==> src/rtl/bwm_pkg.sv <==
package bwm_pkg;

  typedef enum logic [1:0] {
    ST_IDLE,
    ST_WAIT,
    ST_BURST
  } bwmState_e;

  // strobes from control to datapath
  typedef struct packed {
    logic loadCmd;
    logic startBurst;
    logic beat;
    logic inBurst;
  } bwmCtrl_t;

  // conditions reported by the datapath
  typedef struct packed {
    logic cmdZero;
    logic haveBurst;
    logic lastBeat;
    logic finalBurst;
  } bwmStat_t;

endpackage

==> src/rtl/bwm_datapath.sv <==
module bwm_datapath
  import bwm_pkg::*;
#(
  parameter int ADDR_W     = 16,
  parameter int DATA_W     = 32,
  parameter int LEN_W      = 16,
  parameter int MAX_BURST  = 2,
  parameter int FIFO_DEPTH = 4,
  parameter bit REALIGN    = 1'b1
) (
  input  logic                           clk,
  input  logic                           rstN,
  input  bwmCtrl_t                       ctrl,
  output bwmStat_t                       stat,
  input  logic [ADDR_W-1:0]              cmdAddr,
  input  logic [LEN_W-1:0]               cmdLen,
  input  logic                           dataValid,
  output logic                           dataReady,
  input  logic [DATA_W-1:0]              dataIn,
  output logic [ADDR_W-1:0]              memAddr,
  output logic [$clog2(MAX_BURST+1)-1:0] memBurstCount,
  output logic [DATA_W-1:0]              memWriteData,
  input  logic                           memWaitRequest
);

  localparam int BYTES   = DATA_W / 8;
  localparam int BYTE_SH = $clog2(BYTES);
  localparam int WADDR_W = ADDR_W - BYTE_SH;
  localparam int WLEN_W  = LEN_W - BYTE_SH;
  localparam int BC_W    = $clog2(MAX_BURST + 1);
  localparam int PTR_W   = (FIFO_DEPTH > 1) ? $clog2(FIFO_DEPTH) : 1;
  localparam int CNT_W   = $clog2(FIFO_DEPTH + 1);
  localparam int OFF_W   = (MAX_BURST > 1) ? $clog2(MAX_BURST) : 1;

  // ---------------- word queue ----------------
  logic [DATA_W-1:0] store [FIFO_DEPTH];
  logic [PTR_W-1:0]  wrPtr, rdPtr;
  logic [CNT_W-1:0]  count;
  logic              push, pop;

  function automatic logic [PTR_W-1:0] bumpPtr(input logic [PTR_W-1:0] p);
    if (p == PTR_W'(FIFO_DEPTH - 1)) return '0;
    return p + 1'b1;
  endfunction

  assign dataReady = (count < CNT_W'(FIFO_DEPTH));
  assign push      = dataValid && dataReady;
  assign pop       = ctrl.beat;

  always_ff @(posedge clk) begin
    if (push) store[wrPtr] <= dataIn;
  end

  always_ff @(posedge clk or negedge rstN) begin
    if (!rstN) begin
      wrPtr <= '0;
      rdPtr <= '0;
      count <= '0;
    end else begin
      if (push) wrPtr <= bumpPtr(wrPtr);
      if (pop)  rdPtr <= bumpPtr(rdPtr);
      case ({push, pop})
        2'b10:   count <= count + 1'b1;
        2'b01:   count <= count - 1'b1;
        default: count <= count;
      endcase
    end
  end

  assign memWriteData = store[rdPtr];

  // ---------------- block and burst tracking ----------------
  logic [WADDR_W-1:0] cmdWord, curWord, burstWord;
  logic [WLEN_W-1:0]  cmdWords, remWords;
  logic [BC_W-1:0]    room, nextLen, burstLen, beatsLeft;

  assign cmdWord  = WADDR_W'(cmdAddr >> BYTE_SH);
  assign cmdWords = WLEN_W'(cmdLen >> BYTE_SH);

  generate
    if (REALIGN && MAX_BURST > 1) begin : g_align
      logic [OFF_W-1:0] offset;
      assign offset = curWord[OFF_W-1:0];
      assign room   = BC_W'(MAX_BURST) - BC_W'(offset);


      no_cross_chk: assert property (@(posedge clk) disable iff (!rstN)
        ctrl.inBurst |-> (int'(burstWord[OFF_W-1:0]) + int'(burstLen) <= MAX_BURST));
    end else begin : g_flat
      assign room = BC_W'(MAX_BURST);
    end
  endgenerate

  assign nextLen = (remWords < WLEN_W'(room)) ? BC_W'(remWords) : room;

  always_ff @(posedge clk or negedge rstN) begin
    if (!rstN) begin
      curWord   <= '0;
      remWords  <= '0;
      burstWord <= '0;
      burstLen  <= '0;
      beatsLeft <= '0;
    end else begin
      if (ctrl.loadCmd) begin
        curWord  <= cmdWord;
        remWords <= cmdWords;
      end
      if (ctrl.startBurst) begin
        burstWord <= curWord;
        burstLen  <= nextLen;
        beatsLeft <= nextLen;
      end
      if (ctrl.beat) begin
        beatsLeft <= beatsLeft - 1'b1;
        if (beatsLeft == BC_W'(1)) begin
          curWord  <= curWord + WADDR_W'(burstLen);
          remWords <= remWords - WLEN_W'(burstLen);
        end
      end
    end
  end

  assign stat.cmdZero    = (cmdWords == '0);
  assign stat.haveBurst  = (count >= CNT_W'(nextLen));
  assign stat.lastBeat   = (beatsLeft == BC_W'(1));
  assign stat.finalBurst = (remWords == WLEN_W'(burstLen));

  assign memAddr       = ADDR_W'(burstWord) << BYTE_SH;
  assign memBurstCount = burstLen;


  no_overflow_chk: assert property (@(posedge clk) disable iff (!rstN)
    count <= CNT_W'(FIFO_DEPTH));


  beat_has_word_chk: assert property (@(posedge clk) disable iff (!rstN)
    ctrl.beat |-> (count != '0));


  hold_beat_chk: assert property (@(posedge clk) disable iff (!rstN)
    (ctrl.inBurst && memWaitRequest) |=>
      ($stable(memWriteData) && $stable(memAddr) && $stable(memBurstCount)));

endmodule

==> src/rtl/bwm_control.sv <==
module bwm_control
  import bwm_pkg::*;
(
  input  logic     clk,
  input  logic     rstN,
  input  logic     cmdValid,
  output logic     cmdReady,
  input  logic     memWaitRequest,
  output logic     memWrite,
  input  bwmStat_t stat,
  output bwmCtrl_t ctrl
);

  bwmState_e state, nextState;

  always_ff @(posedge clk or negedge rstN) begin
    if (!rstN) state <= ST_IDLE;
    else       state <= nextState;
  end

  always_comb begin
    nextState = state;
    ctrl      = '0;
    cmdReady  = (state == ST_IDLE);
    memWrite  = (state == ST_BURST);
    ctrl.inBurst = memWrite;
    case (state)
      ST_IDLE: begin
        if (cmdValid) begin
          ctrl.loadCmd = 1'b1;
          nextState    = stat.cmdZero ? ST_IDLE : ST_WAIT;
        end
      end
      ST_WAIT: begin
        if (stat.haveBurst) begin
          ctrl.startBurst = 1'b1;
          nextState       = ST_BURST;
        end
      end
      ST_BURST: begin
        if (!memWaitRequest) begin
          ctrl.beat = 1'b1;
          if (stat.lastBeat) nextState = stat.finalBurst ? ST_IDLE : ST_WAIT;
        end
      end
      default: nextState = ST_IDLE;
    endcase
  end


  busy_after_load_chk: assert property (@(posedge clk) disable iff (!rstN)
    (ctrl.loadCmd && !stat.cmdZero) |=> !cmdReady);


  zero_cmd_chk: assert property (@(posedge clk) disable iff (!rstN)
    (ctrl.loadCmd && stat.cmdZero) |=> (cmdReady && !memWrite));


  hold_write_chk: assert property (@(posedge clk) disable iff (!rstN)
    (memWrite && memWaitRequest) |=> memWrite);


  no_gap_chk: assert property (@(posedge clk) disable iff (!rstN)
    (memWrite && !stat.lastBeat) |=> memWrite);

endmodule

==> src/rtl/burst_write_master.sv <==
module burst_write_master
  import bwm_pkg::*;
#(
  parameter int ADDR_W     = 16,
  parameter int DATA_W     = 32,
  parameter int LEN_W      = 16,
  parameter int MAX_BURST  = 2,
  parameter int FIFO_DEPTH = 4,
  parameter bit REALIGN    = 1'b1
) (
  input  logic                           clk,
  input  logic                           rstN,
  input  logic                           cmdValid,
  output logic                           cmdReady,
  input  logic [ADDR_W-1:0]              cmdAddr,
  input  logic [LEN_W-1:0]               cmdLen,
  input  logic                           dataValid,
  output logic                           dataReady,
  input  logic [DATA_W-1:0]              dataIn,
  output logic                           memWrite,
  output logic [ADDR_W-1:0]              memAddr,
  output logic [$clog2(MAX_BURST+1)-1:0] memBurstCount,
  output logic [DATA_W-1:0]              memWriteData,
  input  logic                           memWaitRequest
);

  bwmCtrl_t ctrl;
  bwmStat_t stat;

  bwm_control u_control (
    .clk            (clk),
    .rstN           (rstN),
    .cmdValid       (cmdValid),
    .cmdReady       (cmdReady),
    .memWaitRequest (memWaitRequest),
    .memWrite       (memWrite),
    .stat           (stat),
    .ctrl           (ctrl)
  );

  bwm_datapath #(
    .ADDR_W     (ADDR_W),
    .DATA_W     (DATA_W),
    .LEN_W      (LEN_W),
    .MAX_BURST  (MAX_BURST),
    .FIFO_DEPTH (FIFO_DEPTH),
    .REALIGN    (REALIGN)
  ) u_datapath (
    .clk            (clk),
    .rstN           (rstN),
    .ctrl           (ctrl),
    .stat           (stat),
    .cmdAddr        (cmdAddr),
    .cmdLen         (cmdLen),
    .dataValid      (dataValid),
    .dataReady      (dataReady),
    .dataIn         (dataIn),
    .memAddr        (memAddr),
    .memBurstCount  (memBurstCount),
    .memWriteData   (memWriteData),
    .memWaitRequest (memWaitRequest)
  );


  burst_count_range_chk: assert property (@(posedge clk) disable iff (!rstN)
    memWrite |-> (memBurstCount != '0 && int'(memBurstCount) <= MAX_BURST));

endmodule

==> config.mk <==
export PLATFORM = sky130hd
export DESIGN_NAME = burst_write_master
export DESIGN_NICKNAME = d
export VERILOG_FILES = /design/src/rtl/bwm_pkg.sv /design/src/rtl/bwm_datapath.sv /design/src/rtl/bwm_control.sv /design/src/rtl/burst_write_master.sv
export SDC_FILE = /design/constraint.sdc
export NUM_CORES = 1
export LEC_CHECK = 0
export ABC_AREA = 1
export BUFFER_PORTS_ARGS = -buffer_cell sky130_fd_sc_hd__clkbuf_2
export CAP_MARGIN = 20
export CORE_MARGIN = 2
export CORE_UTILIZATION = 35
export CTS_CLUSTER_DIAMETER = 80
export DETAILED_ROUTE_END_ITERATION = 8
export GPL_TIMING_DRIVEN = 0
export PLACE_DENSITY = 0.59
export SLEW_MARGIN = 20
export SYNTH_ARGS = -nofsm -noshare
export SYNTH_HDL_FRONTEND = slang
export SYNTH_SLANG_ARGS = --single-unit
==> constraint.sdc <==
create_clock -name clk -period 3.32 [get_ports clk]
set_input_delay 0.664 -clock clk [delete_from_list [all_inputs] [get_ports clk]]
set_output_delay 0.664 -clock clk [all_outputs]
set_load 0.005 [all_outputs]
## Word-level counts from Yosys, hierarchy flattened

Memories as Yosys holds them, arrays and structs flattened.
Index checks and enable logic that the tools add are counted.

- Register bits after elaboration: 55
- RAM bits: 128
- Input bits: 69
- Output and inout bits: 53
- Word-level logic and storage cells: 72
- Memories: 1

Memory list:

| name | depth | bits a word | rd ports | clocked after memory_dff | write ports | line | RTL |
|---|---|---|---|---|---|---|---|
| u_datapath.store | 4 | 32 | 1 | 0 | 1 | bwm_datapath.sv:36 | `logic [DATA_W-1:0] store [FIFO_DEPTH];` |

- $add $sub $neg: 8
- $lt $le $gt $ge: 3
- Equality and inequality tests: 12
- Muxes and demuxes: 33
- Reduce and logical (&&, ||, !) cells: 6

Operators with widths:

| kind | count |
|---|---|
| $mux W14 | 6 |
| $mux W2 | 11 |
| $add A14 B2 Y14 | 1 |
| $eq A14 B2 Y1 | 1 |
| $logic_not A14 Y1 | 1 |
| $lt A14 B2 Y1 | 1 |
| $mux W1 | 14 |
| $sub A14 B2 Y14 | 1 |
| $eq A2 B2 Y1 const B | 4 |
| $eq A2 B1 Y1 const B | 3 |
| $ne A2 B2 Y1 const B | 3 |
| $pmux W2 S3 | 1 |
| $pmux W3 S2 | 1 |
| $add A2 B1 Y2 const B | 2 |
| $reduce_and A4 Y1 | 1 |
| $reduce_bool A2 Y1 | 2 |
| $add A3 B1 Y3 const B | 1 |
| $ge A3 B2 Y1 | 1 |
| $lt A3 B3 Y1 const B | 1 |
| $sub A3 B1 Y3 const B | 1 |
| $logic_not A2 Y1 | 1 |
| $ne A2 B1 Y1 const B | 1 |
| $sub A2 B1 Y2 const A | 1 |
| $sub A2 B1 Y2 const B | 1 |
| $logic_and A1 B1 Y1 | 1 |

## Depth between registers and ports, before layout

Gate-level depths: netlist of the first run.

- Depth after elaboration: 8
- Depth in mapped cells: 16
- Mapped depth without buffers: 16

## By module

A second synthesis of the first run with hierarchy kept.

- Cell total of the unflattened synthesis: 769
- Area total of the unflattened synthesis: 8165.3 um^2

By module, submodules not included:

| module | instances | cells an instance | area each (um^2) | sequential area each (um^2) |
|---|---|---|---|---|
| bwm_datapath | 1 | 743 | 8003.9 | 5170.0 |
| bwm_control | 1 | 26 | 161.4 | 50.0 |

## Least setup slack after synthesis of the first run

No wires, ideal clock.

- Path kind: input to register
- From: in dataValid
- To: mem u_datapath.store[0][0], enable pin
- Setup time: 0.421 ns
- Data arrival time: 2.201 ns
- Data required time: 2.899 ns
- Slack: 0.698 ns
- Stages on the path: 2
- Buffers on the path: 0
- Path through: nand2_1 > nor2_1

- Longest elaborated chain between the ends: 3

RTL lines:

| what | line | RTL |
|---|---|---|
| start: declaration | burst_write_master.sv:17 | `input logic dataValid,` |
| $logic_and A1 B1 Y1 | bwm_datapath.sv:47 | `assign push = dataValid && dataReady;` |
| $mux W1 | bwm_datapath.sv:51 | `if (push) store[wrPtr] <= dataIn;` |
| $mux W1 (not written as such) | bwm_datapath.sv:51 |  |
| end: declaration | bwm_datapath.sv:36 |  |

Every way passes these cells.

## Final worst setup path of the first run

- From: reg u_datapath.rdPtr[1]
- To: out memWriteData[29]

- Longest elaborated chain between the ends: 1

RTL lines:

| what | line | RTL |
|---|---|---|
| start: declaration | bwm_datapath.sv:37 | `logic [PTR_W-1:0] wrPtr, rdPtr;` |
| start signal: assignment | bwm_datapath.sv:61 | `if (pop) rdPtr <= bumpPtr(rdPtr);` |
| $mem_v2 Z4 W32 | -- |  |
| end: declaration | burst_write_master.sv:23 | `output logic [DATA_W-1:0] memWriteData,` |

Every way passes these cells.

==> reports/summary.log, run 1 <==
qor: power_and_ir_drop.power_density 893 nW/um^2
qor: global_routing.antenna_found_initial 0
qor: timing.timing_max_transition_violations_final 0
qor: cells_and_area.layout.cells.most_common_list 128 x edfxtp_1, 119 x nor2_1, 115 x clkbuf_2
qor: floorplan.number_of_top_level_design_ports 122
qor: route.detail_route.iter0.violations 334
qor: critical_path.critPathKind reg -> out
qor: run.max_cap_viol_count 0
qor: clock_tree.cts_num_sinks 183
qor: placed_design.dp_hpwl 13.5 mm
qor: clock_tree.cts_resized 0
qor: hold_path.type_of_the_tightest_min_delay_check in -> async
qor: placed_design.gpl.final_weighted_congestion 0.837
qor: synthesis.yosys_most_used_dff edfxtp_1
qor: route.drt-wirelength-per-cell 16.2 um
qor: floorplan.die_area 24400 um^2
qor: power_and_ir_drop.total_switching_power 3.51 mW
qor: critical_path.setup.worst_path.end_class output pin
qor: critical_path.worst_ep_required_time 2660 ps
qor: clock_tree.cts.root.buffer_cell clkbuf_16
qor: synthesis.post_synth_fa_ha_maj_area_fraction 2.91%
qor: floorplan.die_height 156 um
qor: synthesis.synth_mux_area_share 0%
qor: power_and_ir_drop.cellInternalPower 5.26 mW
qor: clock_tree.cts_buffers 17
qor: synthesis.netlist.area_leader.share 47.5%
qor: clock_tree.clk-insertion-delay-late 440 ps
qor: route.antenna_left 0
qor: timing.highest_clock_rate 356 MHz
qor: synthesis.synthCells 772
qor: clock_tree.tritoncts done
qor: global_routing.grt_pass1_wl 31.0 mm
qor: route.totalWireLength 19.6 mm
qor: clock_tree.clk_path_buf_depth 2
qor: synthesis.synth-seq-cells 183
qor: power_and_ir_drop.netSwitchingFraction 40.1%
qor: clock_tree.ctsHoldBuffers 0
qor: power_and_ir_drop.clock_power_share 24.0%
qor: cells_and_area.n_diodes 0
qor: synthesis.seq_area_frac_synth 64.5%
qor: timing.max_slew.worst_pin.slew 630 ps
qor: critical_path.timing.critical_path.from_type register
qor: global_routing.largest_net_degree_at_the_start_of_global_routing 39
qor: synthesis.synthesis.area 8100 um^2
qor: power_and_ir_drop.worst_ir_drop_vdd 0.339 mV
qor: cells_and_area.area_growth_syn_to_layout 21.4%
qor: cells_and_area.mostFrequentLayoutCell edfxtp_1
qor: timing.grt_setup_unrepaired no
qor: global_routing.track_usage 16.6%
qor: global_routing.grt_overflow_total 0
qor: synthesis.synthArstFlopShare 30.1%
qor: synthesis.synth_cell_types 35
qor: synthesis.synth-compound-area-share 12.3%
qor: power_and_ir_drop.comb_power_share 37.8%
qor: cells_and_area.drive_gt1_share 20.9%
qor: placed_design.portBuffers 115
qor: route.post_detailed_route_drc_marker_count 0
qor: synthesis.synth_top_family_by_area simple AND/OR/NAND/NOR gates
qor: floorplan.fp.dieW 156 um
qor: power_and_ir_drop.seq_power_share 38.2%
qor: timing.clock_skew 16.4 ps
qor: timing.hold_ws 135 ps
qor: cells_and_area.finalNetCount 998
qor: floorplan.core_region_area 22600 um^2
qor: synthesis.synth-simple-area-share 14.4%
qor: synthesis.yosys.area.top_type edfxtp_1
qor: floorplan.floorplan.initialDensity 35.8%
qor: route.number_of_vias_after_detailed_routing 6004
qor: timing.max_slew_headroom_at_the_worst_pin 57.9%
qor: synthesis.warnings_synthesis 0
qor: timing.hold_viol 0
qor: floorplan.fp-row-count 55
qor: route.post_drt_via_cell_ratio 4.96
qor: route.dr.pass1.iters 5
qor: placed_design.place_inst 1178
qor: timing.min_period 2810 ps
qor: synthesis.synth_area_leaders edfxtp_1 47%, dfrtp_1 17%, nor2_1 5.7%, o21ai_0 5.4%, nand2_1 4.7%
qor: timing.final.period_utilization 84.7%
qor: critical_path.biggest_fanout_along_the_worst_timing_path 10
qor: cells_and_area.final-instance-count-excl-fill 1210
qor: clock_tree.cts_htree_levels 4
qor: status.outcome finished, final reports clean
qor: clock_tree.post_cts_buffers 0
qor: power_and_ir_drop.leakage 4.02 nW
qor: synthesis.synth_enable_flop_cells 128
qor: critical_path.arrival 2150 ps
qor: clock_tree.worst_setup_hold_path_clk_slew 80 ps
qor: timing.final-setup-viol-count 0
qor: global_routing.vias_in_the_first_global_route 5667
qor: synthesis.syn_avg_cell_area 10.5 um^2
qor: synthesis.synthXorXnorAreaFrac 0.325%
==> power by group through the flow <==
stage | registers (mW) | logic, mW | clock network [mW]
floorplan | 3.32 | 2.09 | 0
global placement | 3.40 | 3.21 | 0
detailed placement | 3.39 | 3.35 | 0
CTS | 3.34 | 3.37 | 2.16
global route | 3.41 | 3.77 | 2.25
finish | 3.35 | 3.32 | 2.11
==> cell usage after synthesis, types with 4 or more instances <==
cell type and number:
a211oi_1 4, a21oi_1 15, buf_2 15, clkbuf_1 13, dfrtp_1 55, edfxtp_1 128, ha_1 14, inv_1 68
nand2_1 102, nand2_2 4, nand3_1 27, nand4_1 9, nor2_1 123, nor2_2 6, nor3_1 5, o211ai_1 6
o21ai_0 88, o21ai_1 22, o22ai_1 41
==> layout make-up <==
type                       instances  area [um^2]
buffer                            35          178
clock buffer                      17          425
clock inverter                    15          209
fill                            2156        12800
inverter                          72          273
multi-input combinational        483         2460
sequential                       183         5220
tap                              285          357
timing repair buffer             120          708
==> cells by family (layout without fill, tap and decap cells) <==
kind of cell	after synthesis	count (layout)
flops	183	183
compound gates	181	181
simple gates	280	280
other cells	1	2
xor+xnor	3	3
fa+ha+maj	17	17
buf+inv	107	259
==> through the flow <==
stage	worst slack [ps]	area (um^2)	util [%]	setup TNS, ps	power [mW]
2_1_floorplan	698	8100	-	0	5.41
3_3_place_gp	-608	9030	39.9	-67750	6.62
3_5_place_dp	751	9200	40.6	0	6.74
4_1_cts	488	9830	43.4	0	8.87
5_1_grt	332	9830	43.4	0	9.44
6_report	508	9830	43.4	0	8.77
==> path summary, 6_finish.rpt <==
kind                                        start                 endpoint  slack, ps  cells past startpoint
max                           u_datapath.rdPtr[1]         memWriteData[29]        510                      5
min                                          rstN       u_control.state[0]        130                      1
max reg2reg                u_datapath.remWords[9]       u_control.state[1]        780                     13
min reg2reg                   u_datapath.count[0]      u_datapath.count[0]        480                      1
max in group asynchronous                    rstN  u_datapath.burstWord[3]       2670                      2
min in group clk                       dataIn[11]  u_datapath.store[3][11]        450                      1
==> state kept, by name (all words and copies together) (netlist names) <==
name and flops:
u_control.state 2, u_datapath.beatsLeft 2, u_datapath.burstWord 14, u_datapath.count 3, u_datapath.curWord 14, u_datapath.memBurstCount 2
u_datapath.rdPtr 2, u_datapath.remWords 14, u_datapath.store 128, u_datapath.wrPtr 2
==> critical path, cell delays in order, from the launching register on <==
cell and delay (ps):
dfrtp_1 480, inv_1 210, clkbuf_1 450, o21ai_0 210, o22ai_1 210, clkbuf_2 160
==> per-layer routing <==
layer / up-vias / track usage, % / routed length (um)
met2: 189 / 26.9 / 9260
met4: 0 / 5.81 / 398
met1: 2824 / 22.4 / 8880
met3: 27 / 2.94 / 1020
met5: - / 0 / 0
li1: 2964 / - / -
(Power assumes the default switching activity.)
==> inputs of run 2 (changes only) <==
--- a/config.mk
+++ b/config.mk
@@ -13,7 +13,7 @@
 export CTS_CLUSTER_DIAMETER = 80
 export DETAILED_ROUTE_END_ITERATION = 8
 export GPL_TIMING_DRIVEN = 0
-export PLACE_DENSITY = 0.59
+export PLACE_DENSITY = 0.61
 export SLEW_MARGIN = 20
 export SYNTH_ARGS = -nofsm -noshare
 export SYNTH_HDL_FRONTEND = slang
==> constraint.sdc (replaced) <==
create_clock -name clk -period 2.4 [get_ports clk]
set_input_delay 0.48 -clock clk [delete_from_list [all_inputs] [get_ports clk]]
set_output_delay 0.48 -clock clk [all_outputs]
set_load 0.005 [all_outputs]
==> reports/summary.log, run 2 (synthesis results as in run 1) <==
qor: clock_tree.cts_htree_levels 4
qor: critical_path.worst_ep_required_time 1920 ps
qor: run.max_cap_viol_count 0
qor: global_routing.largest_net_degree_at_the_start_of_global_routing 36
qor: placed_design.dp_hpwl 13.8 mm
qor: critical_path.worstPathCellList buf_6 -> inv_2 -> buf_6 -> buf_6 -> nor2_1 -> o22ai_1 -> clkbuf_2
qor: timing.min_period 2290 ps
qor: timing.highest_clock_rate 437 MHz
qor: critical_path.timing.critical_path.from_type register
qor: critical_path.critical_path.most_common_cell buf_6
qor: route.drt-wirelength-per-cell 16.2 um
qor: power_and_ir_drop.worst_ir_drop_vdd 0.491 mV
qor: floorplan.die_height 156 um
qor: global_routing.track_usage 16.4%
qor: timing.timing_max_transition_violations_final 0
qor: route.dr.pass1.iters 5
qor: timing.clock_skew 18.1 ps
qor: cells_and_area.n_diodes 0
qor: floorplan.core_region_area 22600 um^2
qor: cells_and_area.area.sequential 5220 um^2
qor: cells_and_area.final-instance-count-excl-fill 1215
qor: timing.hold_viol 0
qor: clock_tree.clk_path_buf_depth 2
qor: clock_tree.cts.root.buffer_cell clkbuf_16
qor: placed_design.post_placement_setup_slack -160 ps
qor: cells_and_area.drive_gt1_share 23.4%
qor: route.detail_route.iter0.violations 420
qor: route.number_of_vias_after_detailed_routing 6031
qor: cells_and_area.fillers 2167
qor: critical_path.biggest_fanout_along_the_worst_timing_path 10
qor: timing.final.period_utilization 95.4%
qor: clock_tree.cts_buffers 17
qor: timing.max_slew.worst_pin.slew 682 ps
qor: power_and_ir_drop.leakage 4.10 nW
qor: clock_tree.tritoncts done
qor: cells_and_area.registers.top_by_ff_count u_datapath.store
qor: power_and_ir_drop.power_density 1240 nW/um^2
qor: critical_path.slowest_delay 440 ps
qor: timing.grt_setup_unrepaired no
qor: global_routing.vias_in_the_first_global_route 5731
qor: timing.max_slew_headroom_at_the_worst_pin 54.5%
qor: route.antenna_left 0
qor: cells_and_area.area_growth_syn_to_layout 23.1%
qor: cells_and_area.total_area_of_multi_input_combinational_cells 2490 um^2
qor: floorplan.number_of_top_level_design_ports 122
qor: floorplan.floorplan.initialDensity 35.8%
qor: route.totalWireLength 19.7 mm
qor: floorplan.die_area 24400 um^2
qor: cells_and_area.finalNetCount 1003
qor: cells_and_area.layout.cells.most_common_list 128 x edfxtp_1, 121 x clkbuf_2, 115 x nor2_1
qor: route.post_drt_via_cell_ratio 4.96
qor: placed_design.gpl.final_weighted_congestion 0.826
qor: cells_and_area.largest_register_ff_count 128
qor: critical_path.arrival 1810 ps
qor: global_routing.antenna_found_initial 1
qor: placed_design.portBuffers 115
qor: critical_path.critPathKind reg -> out
qor: clock_tree.cts_num_sinks 183
qor: timing.final-setup-viol-count 0
qor: critical_path.cpLargestDelayFamily buffers and inverters
qor: cells_and_area.mostFrequentLayoutCell edfxtp_1
qor: clock_tree.worst_setup_hold_path_clk_slew 80 ps
qor: critical_path.setup.worst_path.end_class output pin
qor: floorplan.fp-row-count 55
qor: critical_path.slowest_stage dfrtp_2
qor: status.outcome finished, final reports clean
qor: route.post_detailed_route_drc_marker_count 0
qor: placed_design.place_inst 1178
qor: global_routing.grt_overflow_total 0
qor: hold_path.type_of_the_tightest_min_delay_check in -> reg
qor: critical_path.worst_path_buf_inv 5
qor: clock_tree.clk-insertion-delay-late 440 ps
qor: global_routing.grt_pass1_wl 30.6 mm
qor: timing.finalWorstSetupSlack 110 ps
qor: floorplan.fp.dieW 156 um
## run 2: cell types whose count changed in the layout (fill, tap and decap cells not counted), sizes merged
cell,before,now
buf,26,33
clkbuf,146,143
clkinv,6,7
dlygate4sd3,0,1
inv,81,80
## run 2: final timing paths
| kind | from | to | slack (ps) | depth (start not counted) |
|---|---|---|---|---|
| worst max-delay path | u_datapath.rdPtr[0] | memWriteData[24] | 110 | 7 |
| worst min-delay path | dataIn[9] | u_datapath.store[1][9] | 260 | 1 |
| worst max register to register | u_datapath.curWord[0] | u_control.state[1] | 170 | 13 |
| worst min register to register | u_datapath.count[0] | u_datapath.count[0] | 480 | 1 |
| max in group asynchronous | rstN | u_datapath.burstWord[4] | 1360 | 3 |
| min in group asynchronous | rstN | u_datapath.remWords[4] | 510 | 2 |
## run 2: power breakdown
group	internal, mW	switching (mW)	total (mW)
sequential	4.15	0.491	4.64
clock	1.45	1.44	2.88
combinational	1.86	2.96	4.82
total	7.45	4.89	12.3
## run 2: metrics by stage
step,util (%),setup TNS (ps),area (um^2),hold WS (ps),power (mW)
finish,44.0,0,9960,261,12.3
global route,44.0,0,9960,242,13.2
detailed placement,40.5,-1550,9180,439,9.31
floorplan,-,-5210,8100,184,7.48
CTS,43.7,0,9900,241,12.4
global placement,39.9,-164520,9030,465,9.15
## run 2: layout make-up
type                    count  share of cell area [%]
clock buffers              17                    4.27
inverters                  72                    2.74
flip-flops and latches    183                    52.4
plain buffers              35                    2.61
well taps                 285                    3.58
repair buffers            125                    7.36
clock inverters            15                    2.05
multi-input cells         483                    25.0
## run 2: layer usage
metal / vias to the layer above / global-route usage (%) / share of wire, %
li1: 2983 / - / -
met1: 2850 / 21.4 / 45
met2: 174 / 27.5 / 49
met3: 22 / 3.75 / 5.2
met4: 2 / 4.81 / 1.2
met5: - / 0 / 0.081
## run 2: worst reg2reg max path: cells and delay by family (launching register included)
family,cells,cell delay (ps)
adders and majority gates,2,560
DFF,1,420
buffers and inverters,2,240
AOI/OAI and AO/OA,2,260
and+or+nand+nor,7,640
## run 2: timing repair
| item | 4_1_cts | 5_1_grt |
|---|---|---|
| gates resized for setup | 28 | 22 |
| hold buffers | 1 | 0 |
| setup buffers | 1 | 3 |
| pin swaps | 1 | 2 |
| cloned | 0 | 0 |
| setup endpoints to repair | 50 | 34 |
| hold endpoints to repair | 20 | 0 |
